**src/rtl/tl_sched_pkg.sv**
```systemverilog
package tl_sched_pkg;

    typedef enum logic [1:0] {
        OP_ALU     = 2'b00,
        OP_SFU     = 2'b01,
        OP_ALU_SFU = 2'b10,
        OP_MEM     = 2'b11
    } op_class_e;

    typedef enum logic [1:0] {
        PIPE_SP  = 2'b00,
        PIPE_SFU = 2'b01,
        PIPE_MEM = 2'b10
    } pipe_sel_e;

endpackage

```
**src/rtl/tl_first_set.sv**
```systemverilog
// Lowest-position set bit of an ordered candidate mask.
module tl_first_set #(
    parameter int WIDTH = 8,
    parameter int POSW  = 4
) (
    input  logic [WIDTH-1:0] mask,
    output logic             hit,
    output logic [POSW-1:0]  pos
);
    always_comb begin
        hit = 1'b0;
        pos = '0;
        for (int i = WIDTH - 1; i >= 0; i--) begin
            if (mask[i]) begin
                hit = 1'b1;
                pos = POSW'(i);
            end
        end
    end
endmodule

```
**src/rtl/tl_warp_eval.sv**
```systemverilog
// Per-warp classification: stall for demotion, control hazard, issue readiness and pipe.
module tl_warp_eval
    import tl_sched_pkg::*;
#(
    parameter int NUM_SRC   = 4,
    parameter int SRC_IDX_W = 6
) (
    input  logic                         wait_i,
    input  logic                         valid_i,
    input  logic                         pc_ok_i,
    input  logic                         collide_i,
    input  logic [1:0]                   op_i,
    input  logic [NUM_SRC*SRC_IDX_W-1:0] src_idx_i,
    input  logic [NUM_SRC-1:0]           src_long_i,
    input  logic                         sp_free_i,
    input  logic                         sfu_free_i,
    input  logic                         mem_free_i,
    output logic                         stall_o,
    output logic                         hazard_o,
    output logic                         ready_o,
    output logic [1:0]                   pipe_o
);
    logic      long_dep;
    logic      cand;
    logic      go;
    pipe_sel_e pick;

    always_comb begin
        long_dep = 1'b0;
        for (int s = 0; s < NUM_SRC; s++) begin
            if (src_long_i[s] && (src_idx_i[s*SRC_IDX_W +: SRC_IDX_W] != '0)) begin
                long_dep = 1'b1;
            end
        end
    end

    assign stall_o  = wait_i | long_dep;
    assign hazard_o = !wait_i && valid_i && !pc_ok_i;
    assign cand     = !wait_i && valid_i && pc_ok_i && !collide_i;

    always_comb begin
        go   = 1'b0;
        pick = PIPE_SP;
        unique case (op_class_e'(op_i))
            OP_MEM: begin
                go   = mem_free_i;
                pick = PIPE_MEM;
            end
            OP_SFU: begin
                go   = sfu_free_i;
                pick = PIPE_SFU;
            end
            OP_ALU: begin
                go   = sp_free_i;
                pick = PIPE_SP;
            end
            OP_ALU_SFU: begin
                go   = sp_free_i | sfu_free_i;
                pick = sp_free_i ? PIPE_SP : PIPE_SFU;
            end
            default: begin
                go   = 1'b0;
                pick = PIPE_SP;
            end
        endcase
    end

    assign ready_o = cand && go;
    assign pipe_o  = pick;
endmodule

```
**src/rtl/tl_warp_sched.sv**
```systemverilog
module tl_warp_sched
    import tl_sched_pkg::*;
#(
    parameter int NUM_WARPS  = 8,
    parameter int MAX_ACTIVE = 4,
    parameter int NUM_SRC    = 4,
    parameter int SRC_IDX_W  = 6
) (
    input  logic                                   clk,
    input  logic                                   rst_n,
    input  logic [NUM_WARPS-1:0]                   warp_wait,
    input  logic [NUM_WARPS-1:0]                   inst_valid,
    input  logic [NUM_WARPS-1:0]                   pc_match,
    input  logic [2*NUM_WARPS-1:0]                 op_class,
    input  logic [NUM_WARPS-1:0]                   collide,
    input  logic [NUM_WARPS*NUM_SRC*SRC_IDX_W-1:0] src_idx,
    input  logic [NUM_WARPS*NUM_SRC-1:0]           src_long,
    input  logic                                   sp_free,
    input  logic                                   sfu_free,
    input  logic                                   mem_free,
    output logic                                   issue_vld,
    output logic [$clog2(NUM_WARPS)-1:0]           issue_warp,
    output logic [1:0]                             issue_pipe,
    output logic [NUM_WARPS-1:0]                   flush_req
);
    localparam int IDW = $clog2(NUM_WARPS);
    localparam int CW  = $clog2(NUM_WARPS + 1);
    localparam int SLW = NUM_SRC * SRC_IDX_W;

    // Ordered lists and their fill counts
    logic [IDW-1:0] act_q  [MAX_ACTIVE];
    logic [IDW-1:0] pend_q [NUM_WARPS];
    logic [CW-1:0]  act_cnt, pend_cnt;

    // Per-warp classification
    logic [NUM_WARPS-1:0] stall_w, hazard_w, ready_w;
    logic [1:0]           pipe_w [NUM_WARPS];

    for (genvar w = 0; w < NUM_WARPS; w++) begin : g_eval
        tl_warp_eval #(.NUM_SRC(NUM_SRC), .SRC_IDX_W(SRC_IDX_W)) i_eval (
            .wait_i     (warp_wait[w]),
            .valid_i    (inst_valid[w]),
            .pc_ok_i    (pc_match[w]),
            .collide_i  (collide[w]),
            .op_i       (op_class[2*w +: 2]),
            .src_idx_i  (src_idx[w*SLW +: SLW]),
            .src_long_i (src_long[w*NUM_SRC +: NUM_SRC]),
            .sp_free_i  (sp_free),
            .sfu_free_i (sfu_free),
            .mem_free_i (mem_free),
            .stall_o    (stall_w[w]),
            .hazard_o   (hazard_w[w]),
            .ready_o    (ready_w[w]),
            .pipe_o     (pipe_w[w])
        );
    end

    // Step 1: demotion
    logic [MAX_ACTIVE-1:0] dem_mask;
    logic                  dem_hit;
    logic [CW-1:0]         dem_pos;
    logic [IDW-1:0]        dem_w;
    logic [IDW-1:0]        act1  [MAX_ACTIVE];
    logic [IDW-1:0]        pend1 [NUM_WARPS];
    logic [CW-1:0]         act1_cnt, pend1_cnt;

    always_comb begin
        for (int i = 0; i < MAX_ACTIVE; i++) begin
            dem_mask[i] = (CW'(i) < act_cnt) && stall_w[act_q[i]];
        end
    end

    tl_first_set #(.WIDTH(MAX_ACTIVE), .POSW(CW)) i_dem_pick (
        .mask (dem_mask), .hit (dem_hit), .pos (dem_pos)
    );

    always_comb begin
        act1      = act_q;
        pend1     = pend_q;
        act1_cnt  = act_cnt;
        pend1_cnt = pend_cnt;
        dem_w     = '0;
        for (int k = 0; k < MAX_ACTIVE; k++) begin
            if (CW'(k) == dem_pos) dem_w = act_q[k];
        end
        if (dem_hit) begin
            for (int k = 0; k < MAX_ACTIVE - 1; k++) begin
                if (CW'(k) >= dem_pos) act1[k] = act_q[k+1];
            end
            for (int k = 0; k < NUM_WARPS; k++) begin
                if (CW'(k) == pend_cnt) pend1[k] = dem_w;
            end
            act1_cnt  = act_cnt - CW'(1);
            pend1_cnt = pend_cnt + CW'(1);
        end
    end

    // Step 2: promotion
    logic [NUM_WARPS-1:0] prom_mask;
    logic                 prom_hit, prom_ok;
    logic [CW-1:0]        prom_pos;
    logic [IDW-1:0]       prom_w;
    logic [IDW-1:0]       act2  [MAX_ACTIVE];
    logic [IDW-1:0]       pend2 [NUM_WARPS];
    logic [CW-1:0]        act2_cnt, pend2_cnt;

    always_comb begin
        for (int j = 0; j < NUM_WARPS; j++) begin
            prom_mask[j] = (CW'(j) < pend1_cnt) && !warp_wait[pend1[j]];
        end
    end

    tl_first_set #(.WIDTH(NUM_WARPS), .POSW(CW)) i_prom_pick (
        .mask (prom_mask), .hit (prom_hit), .pos (prom_pos)
    );

    assign prom_ok = prom_hit && (act1_cnt < CW'(MAX_ACTIVE));

    always_comb begin
        act2      = act1;
        pend2     = pend1;
        act2_cnt  = act1_cnt;
        pend2_cnt = pend1_cnt;
        prom_w    = '0;
        for (int k = 0; k < NUM_WARPS; k++) begin
            if (CW'(k) == prom_pos) prom_w = pend1[k];
        end
        if (prom_ok) begin
            for (int k = 0; k < NUM_WARPS - 1; k++) begin
                if (CW'(k) >= prom_pos) pend2[k] = pend1[k+1];
            end
            for (int k = 0; k < MAX_ACTIVE; k++) begin
                if (CW'(k) == act1_cnt) act2[k] = prom_w;
            end
            act2_cnt  = act1_cnt + CW'(1);
            pend2_cnt = pend1_cnt - CW'(1);
        end
    end

    // Step 3: issue scan over the updated active order
    logic [MAX_ACTIVE-1:0] iss_mask;
    logic                  iss_hit;
    logic [CW-1:0]         iss_pos;
    logic [IDW-1:0]        iss_w;
    logic [IDW-1:0]        act3 [MAX_ACTIVE];
    logic [NUM_WARPS-1:0]  flush_d;

    always_comb begin
        for (int i = 0; i < MAX_ACTIVE; i++) begin
            iss_mask[i] = (CW'(i) < act2_cnt) && ready_w[act2[i]];
        end
    end

    tl_first_set #(.WIDTH(MAX_ACTIVE), .POSW(CW)) i_iss_pick (
        .mask (iss_mask), .hit (iss_hit), .pos (iss_pos)
    );

    always_comb begin
        iss_w   = '0;
        flush_d = '0;
        act3    = act2;
        for (int k = 0; k < MAX_ACTIVE; k++) begin
            if (CW'(k) == iss_pos) iss_w = act2[k];
            if ((CW'(k) < act2_cnt) && hazard_w[act2[k]] &&
                (!iss_hit || (CW'(k) < iss_pos))) begin
                flush_d[act2[k]] = 1'b1;
            end
        end
        if (iss_hit) begin
            for (int k = 0; k < MAX_ACTIVE - 1; k++) begin
                if (CW'(k) >= iss_pos) act3[k] = act2[k+1];
            end
            for (int k = 0; k < MAX_ACTIVE; k++) begin
                if (CW'(k) == act2_cnt - CW'(1)) act3[k] = iss_w;
            end
        end
    end

    // List state
    always_ff @(posedge clk) begin
        if (!rst_n) begin
            for (int k = 0; k < MAX_ACTIVE; k++) act_q[k] <= IDW'(k);
            for (int k = 0; k < NUM_WARPS; k++) begin
                pend_q[k] <= (k < NUM_WARPS - MAX_ACTIVE) ? IDW'(k + MAX_ACTIVE) : '0;
            end
            act_cnt  <= CW'(MAX_ACTIVE);
            pend_cnt <= CW'(NUM_WARPS - MAX_ACTIVE);
        end else begin
            act_q    <= act3;
            pend_q   <= pend2;
            act_cnt  <= act2_cnt;
            pend_cnt <= pend2_cnt;
        end
    end

    // Registered outputs
    always_ff @(posedge clk) begin
        if (!rst_n) begin
            issue_vld  <= 1'b0;
            issue_warp <= '0;
            issue_pipe <= PIPE_SP;
            flush_req  <= '0;
        end else begin
            issue_vld  <= iss_hit;
            issue_warp <= iss_hit ? iss_w : '0;
            issue_pipe <= iss_hit ? pipe_w[iss_w] : PIPE_SP;
            flush_req  <= flush_d;
        end
    end
endmodule

```
**config.mk**
```make
export PLATFORM = sky130hd
export DESIGN_NAME = tl_warp_sched
export DESIGN_NICKNAME = d
export VERILOG_FILES = /design/src/rtl/tl_sched_pkg.sv /design/src/rtl/tl_first_set.sv /design/src/rtl/tl_warp_eval.sv /design/src/rtl/tl_warp_sched.sv
export SDC_FILE = /design/constraint.sdc
export NUM_CORES = 1
export LEC_CHECK = 0
export ABC_AREA = 0
export BUFFER_PORTS_ARGS = -buffer_cell sky130_fd_sc_hd__buf_4
export CAP_MARGIN = 20
export CORE_MARGIN = 8
export CORE_UTILIZATION = 52
export CTS_CLUSTER_SIZE = 20
export DETAILED_ROUTE_END_ITERATION = 8
export PLACE_DENSITY_LB_ADDON = 0.05
export SLEW_MARGIN = 20
export SYNTH_ARGS = -nofsm -noshare
export SYNTH_HDL_FRONTEND = slang
export SYNTH_SLANG_ARGS = --single-unit
```
**constraint.sdc**
```tcl
create_clock -name clk -period 8.98 [get_ports clk]
set_clock_uncertainty 0.05 [all_clocks]
set_input_delay 0.898 -clock clk [delete_from_list [all_inputs] [get_ports clk]]
set_output_delay 0.898 -clock clk [all_outputs]
set_load 0.05 [all_outputs]
```
# Word level (Yosys, flattened, before mapping)
# Index checks and enable logic that the tools add are counted.
dict set report op_classes {
  addsub 5
  order_cmp 55
  n_eq_ne 50
  n_mux 190
  n_bitwise 13
  reduce_logical 185
}
# op n
set op_table {}
lappend op_table {{$reduce_bool 6->1} 32}
lappend op_table {{$mux 3} 53}
lappend op_table {{$logic_and 1x1->1} 101}
lappend op_table {{$mux 1} 73}
lappend op_table {{$lt 3x4->1 const B} 16}
lappend op_table {{$pmux 2 s4} 8}
lappend op_table {{$bmux 1 s3} 20}
lappend op_table {{$eq 2x4->1 const A} 12}
lappend op_table {{$logic_not 1->1} 33}
lappend op_table {{$eq 2x2->1 const B} 16}
lappend op_table {{$eq 3x4->1 const A} 8}
lappend op_table {{$lt 1x4->1 const A} 8}
lappend op_table {{$lt 2x4->1 const A} 8}
lappend op_table {{$mux 8} 4}
lappend op_table {{$pmux 1 s4} 8}
lappend op_table {{$eq 1x4->1 const A} 6}
lappend op_table {{$ge 1x4->1 const A} 6}
lappend op_table {{$logic_not 4->1} 6}
lappend op_table {{$mux 12} 2}
lappend op_table {{$mux 24} 1}
lappend op_table {{$or 8x8->8} 3}
lappend op_table {{$mux 21} 1}
lappend op_table {{$mux 2} 10}
lappend op_table {{$eq 2x1->1 const B} 8}
lappend op_table {{17 further kinds} 55}
dict set report totals {
  reg_bits 58
  in_bits 277
  out_inout_bits 14
  elab_cells 516
}

# Longest topological paths before layout
# Gate-level depths: netlist of the first run.
dict set report logic_depth {
  word_depth 61
  mapped_depth 35
}

# Modules after synthesis
# A second synthesis of the first run with hierarchy kept.
dict set report hier_totals {
  hier_cells 896
  area_unflattened_um2 6980.4
}
# mod n_inst cells_per_inst area_per_inst_um2
set by_module_without_submodules {}
lappend by_module_without_submodules {tl_warp_sched 1 693 5670.4}
lappend by_module_without_submodules {tl_warp_eval 8 21 138.9}
lappend by_module_without_submodules {{tl_first_set (i_dem_pick ...)} 2 10 53.8}
lappend by_module_without_submodules {{tl_first_set (i_prom_pick)} 1 15 91.3}

# Worst setup path before layout of the first run
# Ideal clock, no wire load.
dict set report synth_path {
  kind {input to register}
  start {in src_idx[163]}
  end {reg issue_pipe[1]}
  setup_ns 0.075
  t_arrival_ns 7.612
  required_time_ns 8.855
  slack_ns 1.243
  path_stages 25
  path_cell_list {or4_1 > o31ai_1 > a41oi_1 > a2111o_1 > and4b_2 > nand3_4 > clkbuf_1 > xnor2_1 > ha_1 > o211ai_1 > a2111oi_1 > o21ba_2 > and2_1 > a21boi_2 > o21ai_1 > a31oi_1 > a21boi_1 > mux2_2 > a211oi_2 > o22ai_2 > a211oi_2 > o21ba_4 > nor2_4 > mux4_2 > o22ai_1}
}
dict set report synth_via {
  elab_chain_cells 57
  word_cells_on_any_way 172
  cone_classes {1 x add/sub; 16 x order compare; 16 x eq/ne; 105 x mux; 2 x bitwise; 32 x reduce/logical}
}
# item line_no
set synth_rtl {}
lappend synth_rtl {{from (decl)} tl_warp_sched.sv:16} ;# input logic [NUM_WARPS*NUM_SRC*SRC_IDX_W-1:0] src_idx,
lappend synth_rtl {{$reduce_bool 6->1 (*)} tl_warp_eval.sv:31} ;# if (src_long_i[s] && (src_idx_i[s*SRC_IDX_W +: SRC_IDX_W] != '0)) begin
lappend synth_rtl {{$logic_and 1x1->1 (*)} tl_warp_eval.sv:31}
lappend synth_rtl {{$mux 1 (*)} tl_warp_eval.sv:31}
lappend synth_rtl {{$or 1x1->1 (*)} tl_warp_eval.sv:37} ;# assign stall_o = wait_i | long_dep;
lappend synth_rtl {{$bmux 1 s3} tl_warp_sched.sv:69} ;# dem_mask[i] = (CW'(i) < act_cnt) && stall_w[act_q[i]];
lappend synth_rtl {{$mux 1 (not written as such)} tl_warp_sched.sv:69}
lappend synth_rtl {{$logic_and 1x1->1} tl_warp_sched.sv:69}
lappend synth_rtl {{$mux 2 (4 in series)} tl_first_set.sv:14} ;# if (mask[i]) begin
lappend synth_rtl {{[... 31 more ...]} n/a}
lappend synth_rtl {{$mux 1 (not written as such)} tl_warp_sched.sv:150} ;# iss_mask[i] = (CW'(i) < act2_cnt) && ready_w[act2[i]];
lappend synth_rtl {{$logic_and 1x1->1} tl_warp_sched.sv:150}
lappend synth_rtl {{$mux 2 (4 in series)} tl_first_set.sv:14}
lappend synth_rtl {{$logic_not 4->1} tl_warp_sched.sv:163} ;# if (CW'(k) == iss_pos) iss_w = act2[k];
lappend synth_rtl {{$mux 3 (4 in series)} tl_warp_sched.sv:163}
lappend synth_rtl {{$not 3->4 (not written as such)} tl_warp_sched.sv:206} ;# issue_pipe <= iss_hit ? pipe_w[iss_w] : PIPE_SP;
lappend synth_rtl {{$bmux 2 s3} tl_warp_sched.sv:206}
lappend synth_rtl {{$mux 2 (not written as such) (2 in series)} tl_warp_sched.sv:206}
lappend synth_rtl {{to (signal assigned)} tl_warp_sched.sv:206}
lappend synth_rtl {{to (decl)} tl_warp_sched.sv:23} ;# output logic [1:0] issue_pipe,
# Every way passes the cells marked *; elsewhere a longest branch is shown, timed or not. The select of a mux whose other input is x is not followed.
# A chain may end at the register's enable or synchronous reset.

# Worst setup path in the final report of the first run
dict set report layout_path {
  start {in src_idx[7]}
  end {reg issue_pipe[0]}
}
dict set report layout_via {
  elab_chain_cells 59
  word_cells_on_any_way 174
  cone_classes {1 x add/sub; 16 x order compare; 16 x eq/ne; 107 x mux; 2 x bitwise; 32 x reduce/logical}
}
# item line_no
set layout_rtl {}
lappend layout_rtl {{$reduce_bool 6->1 (*)} tl_warp_eval.sv:31}
lappend layout_rtl {{$logic_and 1x1->1 (*)} tl_warp_eval.sv:31}
lappend layout_rtl {{$mux 1 (*) (3 in series)} tl_warp_eval.sv:31}
lappend layout_rtl {{$or 1x1->1 (*)} tl_warp_eval.sv:37}
lappend layout_rtl {{$bmux 1 s3} tl_warp_sched.sv:69}
lappend layout_rtl {{$mux 1 (not written as such)} tl_warp_sched.sv:69}
lappend layout_rtl {{$logic_and 1x1->1} tl_warp_sched.sv:69}
lappend layout_rtl {{$mux 2 (4 in series)} tl_first_set.sv:14}
lappend layout_rtl {{[... 31 more ...]} n/a}
lappend layout_rtl {{$mux 1 (not written as such)} tl_warp_sched.sv:150}
lappend layout_rtl {{$logic_and 1x1->1} tl_warp_sched.sv:150}
lappend layout_rtl {{$mux 2 (4 in series)} tl_first_set.sv:14}
lappend layout_rtl {{$logic_not 4->1} tl_warp_sched.sv:163}
lappend layout_rtl {{$mux 3 (4 in series)} tl_warp_sched.sv:163}
lappend layout_rtl {{$not 3->4 (not written as such)} tl_warp_sched.sv:206}
lappend layout_rtl {{$bmux 2 s3} tl_warp_sched.sv:206}
lappend layout_rtl {{$mux 2 (not written as such) (2 in series)} tl_warp_sched.sv:206}
# Marked as above.

==> results of run 1 <==
## layer usage
metal | vias up | track usage, % | share of wire (%)
met1 | 5275 | 44.7 | 37
met3 | 197 | 9.74 | 11
li1 | 5134 | - | -
met4 | 0 | 22.8 | 6.1
met2 | 796 | 65.6 | 46
met5 | - | 0 | 0
## critical path: cells and delay by family
| kind | cells | cell delay (ns) |
|---|---|---|
| buffers and inverters | 8 | 1.34 |
| and+or+nand+nor | 7 | 2.14 |
| AOI/OAI and AO/OA | 18 | 4.42 |
## kinds of logic after synthesis
family	Yosys count	synth area share, %
flops	58	14.1
simple gates	474	30.1
buf+inv	89	4.24
fa+ha+maj	15	2.28
mux	78	11.5
xor+xnor	18	1.91
compound gates	401	35.9
## synth_stat cells (6+ instances only)
master | count | area share (%)
sky130_fd_sc_hd__a31oi_1 | 13 | 0.99
sky130_fd_sc_hd__nor2_1 | 96 | 4.4
sky130_fd_sc_hd__ha_1 | 15 | 2.3
sky130_fd_sc_hd__clkbuf_1 | 38 | 1.7
sky130_fd_sc_hd__xor2_1 | 11 | 1.2
sky130_fd_sc_hd__a211oi_1 | 16 | 1.5
sky130_fd_sc_hd__nor4_1 | 9 | 0.68
sky130_fd_sc_hd__xnor2_1 | 7 | 0.74
sky130_fd_sc_hd__a21o_1 | 10 | 0.91
sky130_fd_sc_hd__a21oi_1 | 72 | 4.4
sky130_fd_sc_hd__nand2b_1 | 16 | 1.2
sky130_fd_sc_hd__o21bai_1 | 6 | 0.55
sky130_fd_sc_hd__or3_1 | 8 | 0.61
sky130_fd_sc_hd__o21ai_0 | 65 | 3.9
sky130_fd_sc_hd__o2bb2ai_1 | 9 | 0.96
sky130_fd_sc_hd__nand2_1 | 124 | 5.7
sky130_fd_sc_hd__and3_1 | 10 | 0.76
sky130_fd_sc_hd__or2_2 | 13 | 0.99
sky130_fd_sc_hd__a2111oi_0 | 7 | 0.74
sky130_fd_sc_hd__o32ai_1 | 6 | 0.64
sky130_fd_sc_hd__nor2b_1 | 13 | 0.99
sky130_fd_sc_hd__or4_1 | 25 | 2.3
sky130_fd_sc_hd__nor4b_1 | 10 | 1.1
sky130_fd_sc_hd__o22a_1 | 6 | 0.64
sky130_fd_sc_hd__nand3_1 | 45 | 2.7
sky130_fd_sc_hd__nor3_1 | 31 | 1.9
sky130_fd_sc_hd__mux2i_1 | 46 | 5.6
sky130_fd_sc_hd__a221oi_1 | 8 | 0.85
sky130_fd_sc_hd__o31ai_1 | 32 | 2.9
sky130_fd_sc_hd__mux2_2 | 18 | 2.5
sky130_fd_sc_hd__nand4_1 | 13 | 0.99
sky130_fd_sc_hd__inv_1 | 37 | 1.7
sky130_fd_sc_hd__dfxtp_1 | 58 | 14
sky130_fd_sc_hd__buf_2 | 8 | 0.49
sky130_fd_sc_hd__o211ai_1 | 19 | 1.7
sky130_fd_sc_hd__o21ai_1 | 11 | 0.67
sky130_fd_sc_hd__and2_1 | 28 | 2.1
sky130_fd_sc_hd__o22ai_1 | 8 | 0.61
sky130_fd_sc_hd__mux4_2 | 10 | 2.7
sky130_fd_sc_hd__a222oi_1 | 9 | 1.1
## final cells by class
cell class | count | area share, %
Clock buffer | 9 | 1.92
Sequential cell | 58 | 9.92
Multi-Input combinational cell | 986 | 57.7
Antenna cell | 1 | 0.0214
Tap cell | 216 | 2.31
Clock inverter | 7 | 1.07
Timing Repair Buffer | 403 | 25.9
Inverter | 37 | 1.19
## flip-flops by register name, indices dropped and copies added, names as in the netlist
| signal | count |
|---|---|
| act1 | 3 |
| act_cnt | 4 |
| act_q | 9 |
| flush_req | 8 |
| issue_pipe | 2 |
| issue_vld | 1 |
| issue_warp | 3 |
| pend_cnt | 4 |
| pend_q | 24 |
## final timing paths
check	end	slack, ns	depth (start not counted)
hold / removal	pend_q[9]	0.49	2
hold reg to reg	pend_q[9]	0.49	2
setup / recovery	issue_pipe[0]	0.37	33
setup reg to reg	issue_pipe[0]	1.04	32
## power groups by stage
stage | registers, W | clock network [W] | logic, W
2_1_floorplan | 0.000438 | 0 | 0.00257
3_3_place_gp | 0.000452 | 0 | 0.00407
3_5_place_dp | 0.000454 | 0 | 0.00410
4_1_cts | 0.000450 | 0.000420 | 0.00414
5_1_grt | 0.000466 | 0.000435 | 0.00455
6_report | 0.000458 | 0.000422 | 0.00428
## metrics by stage
| stage | std cells | setup slack (ns) |
|---|---|---|
| 2_1_floorplan | 1133 | 1.24 |
| 3_3_place_gp | 1700 | 0.170 |
| 3_5_place_dp | 1700 | 0.0967 |
| 4_1_cts | 1716 | 0.459 |
| 5_1_grt | 1716 | 0.0307 |
| 6_report | 1717 | 0.365 |
## timing repair
action,in CTS,in global routing
resized for setup,0,3
setup endpoints to repair,0,1
endpoints found under the hold margin,0,0
==> reports/results.md, run 1 <==
| Step | Result | Value |
|:---|:---|:---|
| outcome | Outcome | complete, no violations |
| finish | FILL cells | 1,269 |
| synthesis | Flip-flop and latch count after synthesis | 58 |
| timing | Setup repair after global routing missed its margin | false |
| synthesis | Count of flip-flops with a built-in enable after synthesis | 0 |
| job | Max-cap check violation count | 0 |
| global route | Via count of the first global-routing pass | 11.0k |
| global route | Total global routing overflow | 0 |
| timing | Number of failing hold endpoints at the final stage | 0 |
| finish | Share of layout cells above drive strength 1 | 34.1% |
| setup path | Worst setup path category | in2reg |
| detailed routing | Via density per instance | 6.64 |
| global route | Number of antenna violations at the first check in global routing | 0 |
| power and ir drop | Power density cells | 441 mW/mm^2 |
| detailed routing | Routed length per placed instance | 23.8 um |
| power and ir drop | Peak ir drop on the vdd network | 0.522 mV |
| global route | Maximum number of pins on one net before global-route repair | 25 |
| synthesis | Yosys warnings | 0 |
| power and ir drop | Fraction of power consumed by sequential logic | 8.9% |
| synthesis | Fraction of registers with async set or reset after synthesis | 0% |
| floorplanning | Core Region | 0.0157 sq mm |
| setup path | CP Data Required Time | 9.16 ns |
| detailed routing | Pre-Repair DR Iteration Count | 8 |
| floorplanning | Width of the chip | 142 um |
| floorplanning | Die Y | 142 um |
| synthesis | Synth Cell Area | 0.00824 sq mm |
| hold path | Hold crit path type | reg2reg |
| power and ir drop | Sw power | 0.00272 W |
| finish | Multi-input logic area | 0.00675 sq mm |
| detailed routing | Final wirelength | 41,000 um |
| timing | Portion of the clock cycle consumed by the worst path in the final layout | 95.9% |
| timing | Number of max-slew violations in the final report | 0 |
| setup path | Worst-path fanout max | 6 |
| synthesis | Seq/Total Area, Yosys | 14.1% |
| clocking | Sink count of the clock tree | 58 |
| clocking | Post-CTS setup buffers | 0 |
| setup path | Crit path max-delay cell type | sky130_fd_sc_hd__or4_1 |
| finish | Final std cell area, no fill | 0.0117 sq mm |
| detailed routing | Initial DRC Count | 1,511 |
| timing | Achievable Freq | 116 MHz |
| clocking | Clock buffers created by TritonCTS | 9 |
| detailed routing | Number of remaining DRC errors | 0 |
| synthesis | Most used DFF post-synth | sky130_fd_sc_hd__dfxtp_1 |
| floorplanning | Initial Utilization | 52.6% |
| clocking | Clock tree from TritonCTS | yes |
| floorplanning | I/O Pins | 291 |
| synthesis | Post-synth net total | 1,425 |
| global route | Global routing usage summed across all routing layers | 39.2% |
| timing | Shortest period the worst path allows | 8.61 ns |
| finish | Final core utilization | 74.7% |
| setup path | Most common cell type on the critical path | sky130_fd_sc_hd__buf_4 |
| placed design | IO Port Bufs | 290 |
| setup path | Sort of element at the start of the critical path | input pin |
| clocking | Hold-fix buffers at CTS | 0 |
| power and ir drop | Combinational share of power | 83.0% |
| power and ir drop | Switching share of total power | 52.7% |
| setup path | CP startpoint | src_idx[7] |
| timing | Slew of the pin with the lowest slew margin | 0.988 ns |
| floorplanning | Floorplan die area | 0.0201 sq mm |
| power and ir drop | Clock power share | 8.2% |
| setup path | Delay of the slowest cell on the worst path | 0.52 ns |
| clocking | CTS Root Buffer Type | sky130_fd_sc_hd__clkbuf_16 |
| timing | Worst Hold Margin | 0.487 ns |
| finish | Net total in the final layout | 1,787 |
| placed design | Area after detailed placement | 0.0113 sq mm |
| timing | Total negative slack for setup checks | 0 ns |
| setup path | Reg-to-Reg Start | act_cnt[0] |
| synthesis | Average size of a mapped cell | 7.27 sq um |
| setup path | Data arrival time of the critical path | 8.80 ns |
| synthesis | Synthesized instance count | 1,133 |
| clocking | Insertion delay to the later sink of the worst-skew pair | 0.35 ns |
| detailed routing | Via count | 11.4k |
| finish | Synthesis-to-layout area growth | 42.1% |
| detailed routing | Detail Route Antenna Nets | 0 |
| floorplanning | Row Count | 46 |
| setup path | Endpoint kind of the worst setup timing path | register |
| hold path | Launch instance of the worst min-delay path | pend_q[9] |
| finish | Leading cell type in the layout, fill and taps excluded | sky130_fd_sc_hd__buf_4 |
| global route | Wire length of the first global-routing pass | 61,500 um |
| finish | Area taken by flip-flops and latches | 0.00116 sq mm |
| clocking | Number of buffers on the longest clock path | 2 |
| power and ir drop | Overall power consumption | 0.00516 W |
| placed design | Routability Congestion | 1.02 |
| timing | Relative max-transition margin | 32.3% |
| synthesis | Library cells used by synthesis | 111 |
| clocking | H-tree depth | 3 |
| clocking | Reg clk slew, reported paths | 0.06 ns |
| power and ir drop | P_int | 0.00244 W |
| finish | Top library cells by usage in the layout, fill and taps aside | 403 x sky130_fd_sc_hd__buf_4, 124 x sky130_fd_sc_hd__nand2_1, 96 x sky130_fd_sc_hd__nor2_1 |
| power and ir drop | Leakage power summed over all cells | 5.13 nW |
| placed design | Final HPWL from detailed placement | 33,300 um |
| timing | Final count of negative-setup-slack endpoints | 0 |
Power figures use the tool's default switching activity.
==> run 2: changes to the inputs <==
SETUP_SLACK_MARGIN = 0.5   (was default)
==> run 2 against run 1 <==
  * Flip-flop and latch count unchanged
  * Routed wire length rose by 1.8%
  * Critical endpoint unchanged
  * Combinational power rose by 5%
  * Worst setup slack better by 0.33 ns
  * Critical path depth decreased by 5
  * Fmax is 4.0% higher
  * Highest routed layer unchanged
  * First-iteration DRC count is 0.46% lower
  * Die area is the same
  * Final area up 2.4%
==> reports/results.md, run 2 (synthesis gave the netlist of run 1 again) <==
| Step | Result | Value | Delta |
|:---|:---|:---|:---|
| finish | Flip-flop count of the largest register, all copies and words added | 24 | unchanged |
| power and ir drop | Peak ir drop on the vdd network | 0.520 mV | was 0.522 mV |
| clocking | Number of buffers on the longest clock path | 2 | unchanged |
| finish | Top library cells by usage in the layout, fill and taps aside | 416 x sky130_fd_sc_hd__buf_4, 124 x sky130_fd_sc_hd__nand2_1, 96 x sky130_fd_sc_hd__nor2_1 | was 403 x sky130_fd_sc_hd__buf_4, 124 x sky130_fd_sc_hd__nand2_1, 96 x sky130_fd_sc_hd__nor2_1 |
| floorplanning | Die Y | 142 um | unchanged |
| timing | Slew of the pin with the lowest slew margin | 1.02 ns | was 0.988 ns |
| setup path | Setup slack of the worst register-to-register path | 1.44 ns | was 1.04 ns |
| placed design | Number of placed instances with taps included | 1,700 | unchanged |
| timing | Worst Hold Margin | 0.483 ns | was 0.487 ns |
| floorplanning | Row Count | 46 | unchanged |
| global route | Global routing usage summed across all routing layers | 39.2% | about the same |
| global route | Maximum number of pins on one net before global-route repair | 25 | unchanged |
| setup path | CP Data Required Time | 9.16 ns | about the same |
| setup path | Crit path max-delay cell type | sky130_fd_sc_hd__mux4_2 | was sky130_fd_sc_hd__or4_1 |
| clocking | Hold-fix buffers at CTS | 0 | unchanged |
| setup path | Reg-to-Reg Start | act_cnt[0] | unchanged |
| floorplanning | Initial Utilization | 52.6% | unchanged |
| setup path | Data arrival time of the critical path | 8.46 ns | was 8.80 ns |
| finish | Net total in the final layout | 1,801 | was 1,787 |
| power and ir drop | Sw power | 0.00281 W | was 0.00272 W |
| setup path | Most common cell type on the critical path | sky130_fd_sc_hd__buf_4 | unchanged |
| timing | Final count of negative-setup-slack endpoints | 0 | unchanged |
| power and ir drop | Combinational share of power | 83.6% | was 83.0% |
| timing | Portion of the clock cycle consumed by the worst path in the final layout | 92.2% | was 95.9% |
| timing | Number of max-slew violations in the final report | 0 | unchanged |
| global route | Wire length of the first global-routing pass | 61,500 um | about the same |
| setup path | Worst-path fanout max | 12 | was 6 |
| timing | Achievable Freq | 121 MHz | was 116 MHz |
| finish | Top flop regs | pend_q: 24 flops, act_q: 9 flops, flush_req: 8 flops | unchanged |
| hold path | Launch instance of the worst min-delay path | pend_q[9] | unchanged |
| setup path | CP startpoint | src_idx[7] | unchanged |
| finish | Non-filler instance count after layout | 1,731 | was 1,717 |
| floorplanning | Width of the chip | 142 um | unchanged |
| detailed routing | Detail Route Antenna Nets | 0 | unchanged |
| power and ir drop | Leakage power summed over all cells | 5.23 nW | was 5.13 nW |
| power and ir drop | Fraction of power consumed by sequential logic | 8.6% | was 8.9% |
| clocking | H-tree depth | 3 | unchanged |
| detailed routing | Via count | 11.7k | was 11.4k |
| setup path | Delay of the slowest cell on the worst path | 0.57 ns | was 0.52 ns |
| finish | Share of layout cells above drive strength 1 | 36.1% | was 34.1% |
| finish | Synthesis-to-layout area growth | 45.5% | was 42.1% |
| timing | Setup repair after global routing missed its margin | false | unchanged |
| timing | Least setup slack across all paths after layout | 0.699 ns | was 0.365 ns |
| setup path | Endpoint kind of the worst setup timing path | register | unchanged |
| global route | Number of antenna violations at the first check in global routing | 0 | unchanged |
| power and ir drop | Clock power share | 7.9% | was 8.2% |
| finish | FILL cells | 1,221 | was 1,269 |
| placed design | IO Port Bufs | 290 | unchanged |
| floorplanning | Floorplan die area | 0.0201 sq mm | unchanged |
| detailed routing | Pre-Repair DR Iteration Count | 8 | unchanged |
| detailed routing | Routed length per placed instance | 24.1 um | was 23.8 um |
| clocking | Sink count of the clock tree | 58 | unchanged |
| clocking | Clock buffers created by TritonCTS | 9 | unchanged |
| timing | Total negative slack for setup checks | 0 ns | unchanged |
| placed design | Routability Congestion | 1.02 | unchanged |
| timing | Relative max-transition margin | 29.9% | was 32.3% |
| clocking | Clock tree from TritonCTS | yes | unchanged |
| global route | Via count of the first global-routing pass | 11.0k | about the same |
| clocking | CTS Root Buffer Type | sky130_fd_sc_hd__clkbuf_16 | unchanged |
| global route | Total global routing overflow | 0 | unchanged |
| outcome | Outcome | complete, no violations | unchanged |
| detailed routing | Initial DRC Count | 1,504 | was 1,511 |
| job | Max-cap check violation count | 0 | unchanged |
| placed design | Final HPWL from detailed placement | 33,300 um | unchanged |
| detailed routing | Final wirelength | 41,700 um | was 41,000 um |
| placed design | Post-place setup slack | 0.0967 ns | unchanged |
| finish | Leading cell type in the layout, fill and taps excluded | sky130_fd_sc_hd__buf_4 | unchanged |
| detailed routing | Number of remaining DRC errors | 0 | unchanged |
| setup path | Sort of element at the start of the critical path | input pin | unchanged |
| power and ir drop | Switching share of total power | 52.5% | was 52.7% |
| clocking | Insertion delay to the later sink of the worst-skew pair | 0.35 ns | about the same |
| floorplanning | Core Region | 0.0157 sq mm | unchanged |
| detailed routing | Via density per instance | 6.74 | was 6.64 |
| hold path | Hold crit path type | reg2reg | unchanged |
| timing | Number of failing hold endpoints at the final stage | 0 | unchanged |
| floorplanning | I/O Pins | 291 | unchanged |
| power and ir drop | P_int | 0.00255 W | was 0.00244 W |
| clocking | Reg clk slew, reported paths | 0.06 ns | about the same |
| finish | Top reg by flops | pend_q | unchanged |
| setup path | Worst setup path category | in2reg | unchanged |
| timing | Shortest period the worst path allows | 8.28 ns | was 8.61 ns |
| power and ir drop | Power density cells | 447 mW/mm^2 | was 441 mW/mm^2 |
## run 2: changes by cell type in the layout (fill, tap and decap cells not counted), moves of 2 or more
cell                        before  now
sky130_fd_sc_hd__and2_2          0    2
sky130_fd_sc_hd__and2_1         28   26
sky130_fd_sc_hd__buf_4         403  416
sky130_fd_sc_hd__mux2i_2         0    2
sky130_fd_sc_hd__a21oi_4         0    2
sky130_fd_sc_hd__o32ai_1         6    4
sky130_fd_sc_hd__mux2i_1        46   44
sky130_fd_sc_hd__a2111oi_0       7    4
sky130_fd_sc_hd__o31ai_2         4    6
sky130_fd_sc_hd__o31ai_1        32   29
## run 2: per-stage QoR
stage	power, W	utilization (%)	instance area, sq um
after floorplan	0.00300	-	8240
after global placement	0.00452	72.3	11300
after detailed placement	0.00455	72.4	11300
after CTS	0.00502	74.7	11700
after global routing	0.00564	76.5	12000
final	0.00536	76.6	12000
## run 2: critical path: cells and delay by family
| kind | cells | cell delay, ns |
|---|---|---|
| multiplexers | 3 | 1.15 |
| buffers and inverters | 3 | 0.47 |
| AO/OA/AOI/OAI | 17 | 4.13 |
| AND/OR/NAND/NOR | 5 | 1.83 |
## run 2: path summary, 6_finish.rpt
kind	endpoint	cells after the start
max	issue_pipe[0]	28
min	pend_q[9]	2
max reg2reg	issue_pipe[0]	29
min reg2reg	pend_q[9]	2
## run 2: what timing repair did
action                     CTS  global route
setup endpoints to repair    1            24
gates cloned                 0             1
resized for setup            3            36
hold endpoints to repair     0             0
buffers inserted             0            13
pin swaps                    0            11
## run 2: final cells by class
cell class                      instances  area, sq um  area share (%)
Sequential cell                        58         1160            9.69
Antenna cell                            1         2.50          0.0209
Timing Repair Buffer                  416         3120            26.1
Tap cell                              216          270            2.26
Clock buffer                            9          225            1.88
Inverter                               37          139            1.16
Clock inverter                          7          125            1.04
Multi-Input combinational cell        987         6940            57.9
## run 2: per-layer routing
| layer | global-route usage, % | vias to the layer above | part of all wire, % |
|---|---|---|---|
| met2 | 65.6 | 920 | 46 |
| li1 | - | 5163 | - |
| met5 | 0 | - | 0 |
| met1 | 44.5 | 5343 | 36 |
| met3 | 9.74 | 239 | 11 |
| met4 | 23.5 | 0 | 6.8 |
## run 2: power groups by stage
stage	clock [W]	sequential [W]	combinational, W
4_1_cts	0.000420	0.000450	0.00415
2_1_floorplan	0	0.000438	0.00257
6_report	0.000422	0.000459	0.00448
3_5_place_dp	0	0.000454	0.00410
3_3_place_gp	0	0.000452	0.00407
5_1_grt	0.000436	0.000467	0.00474
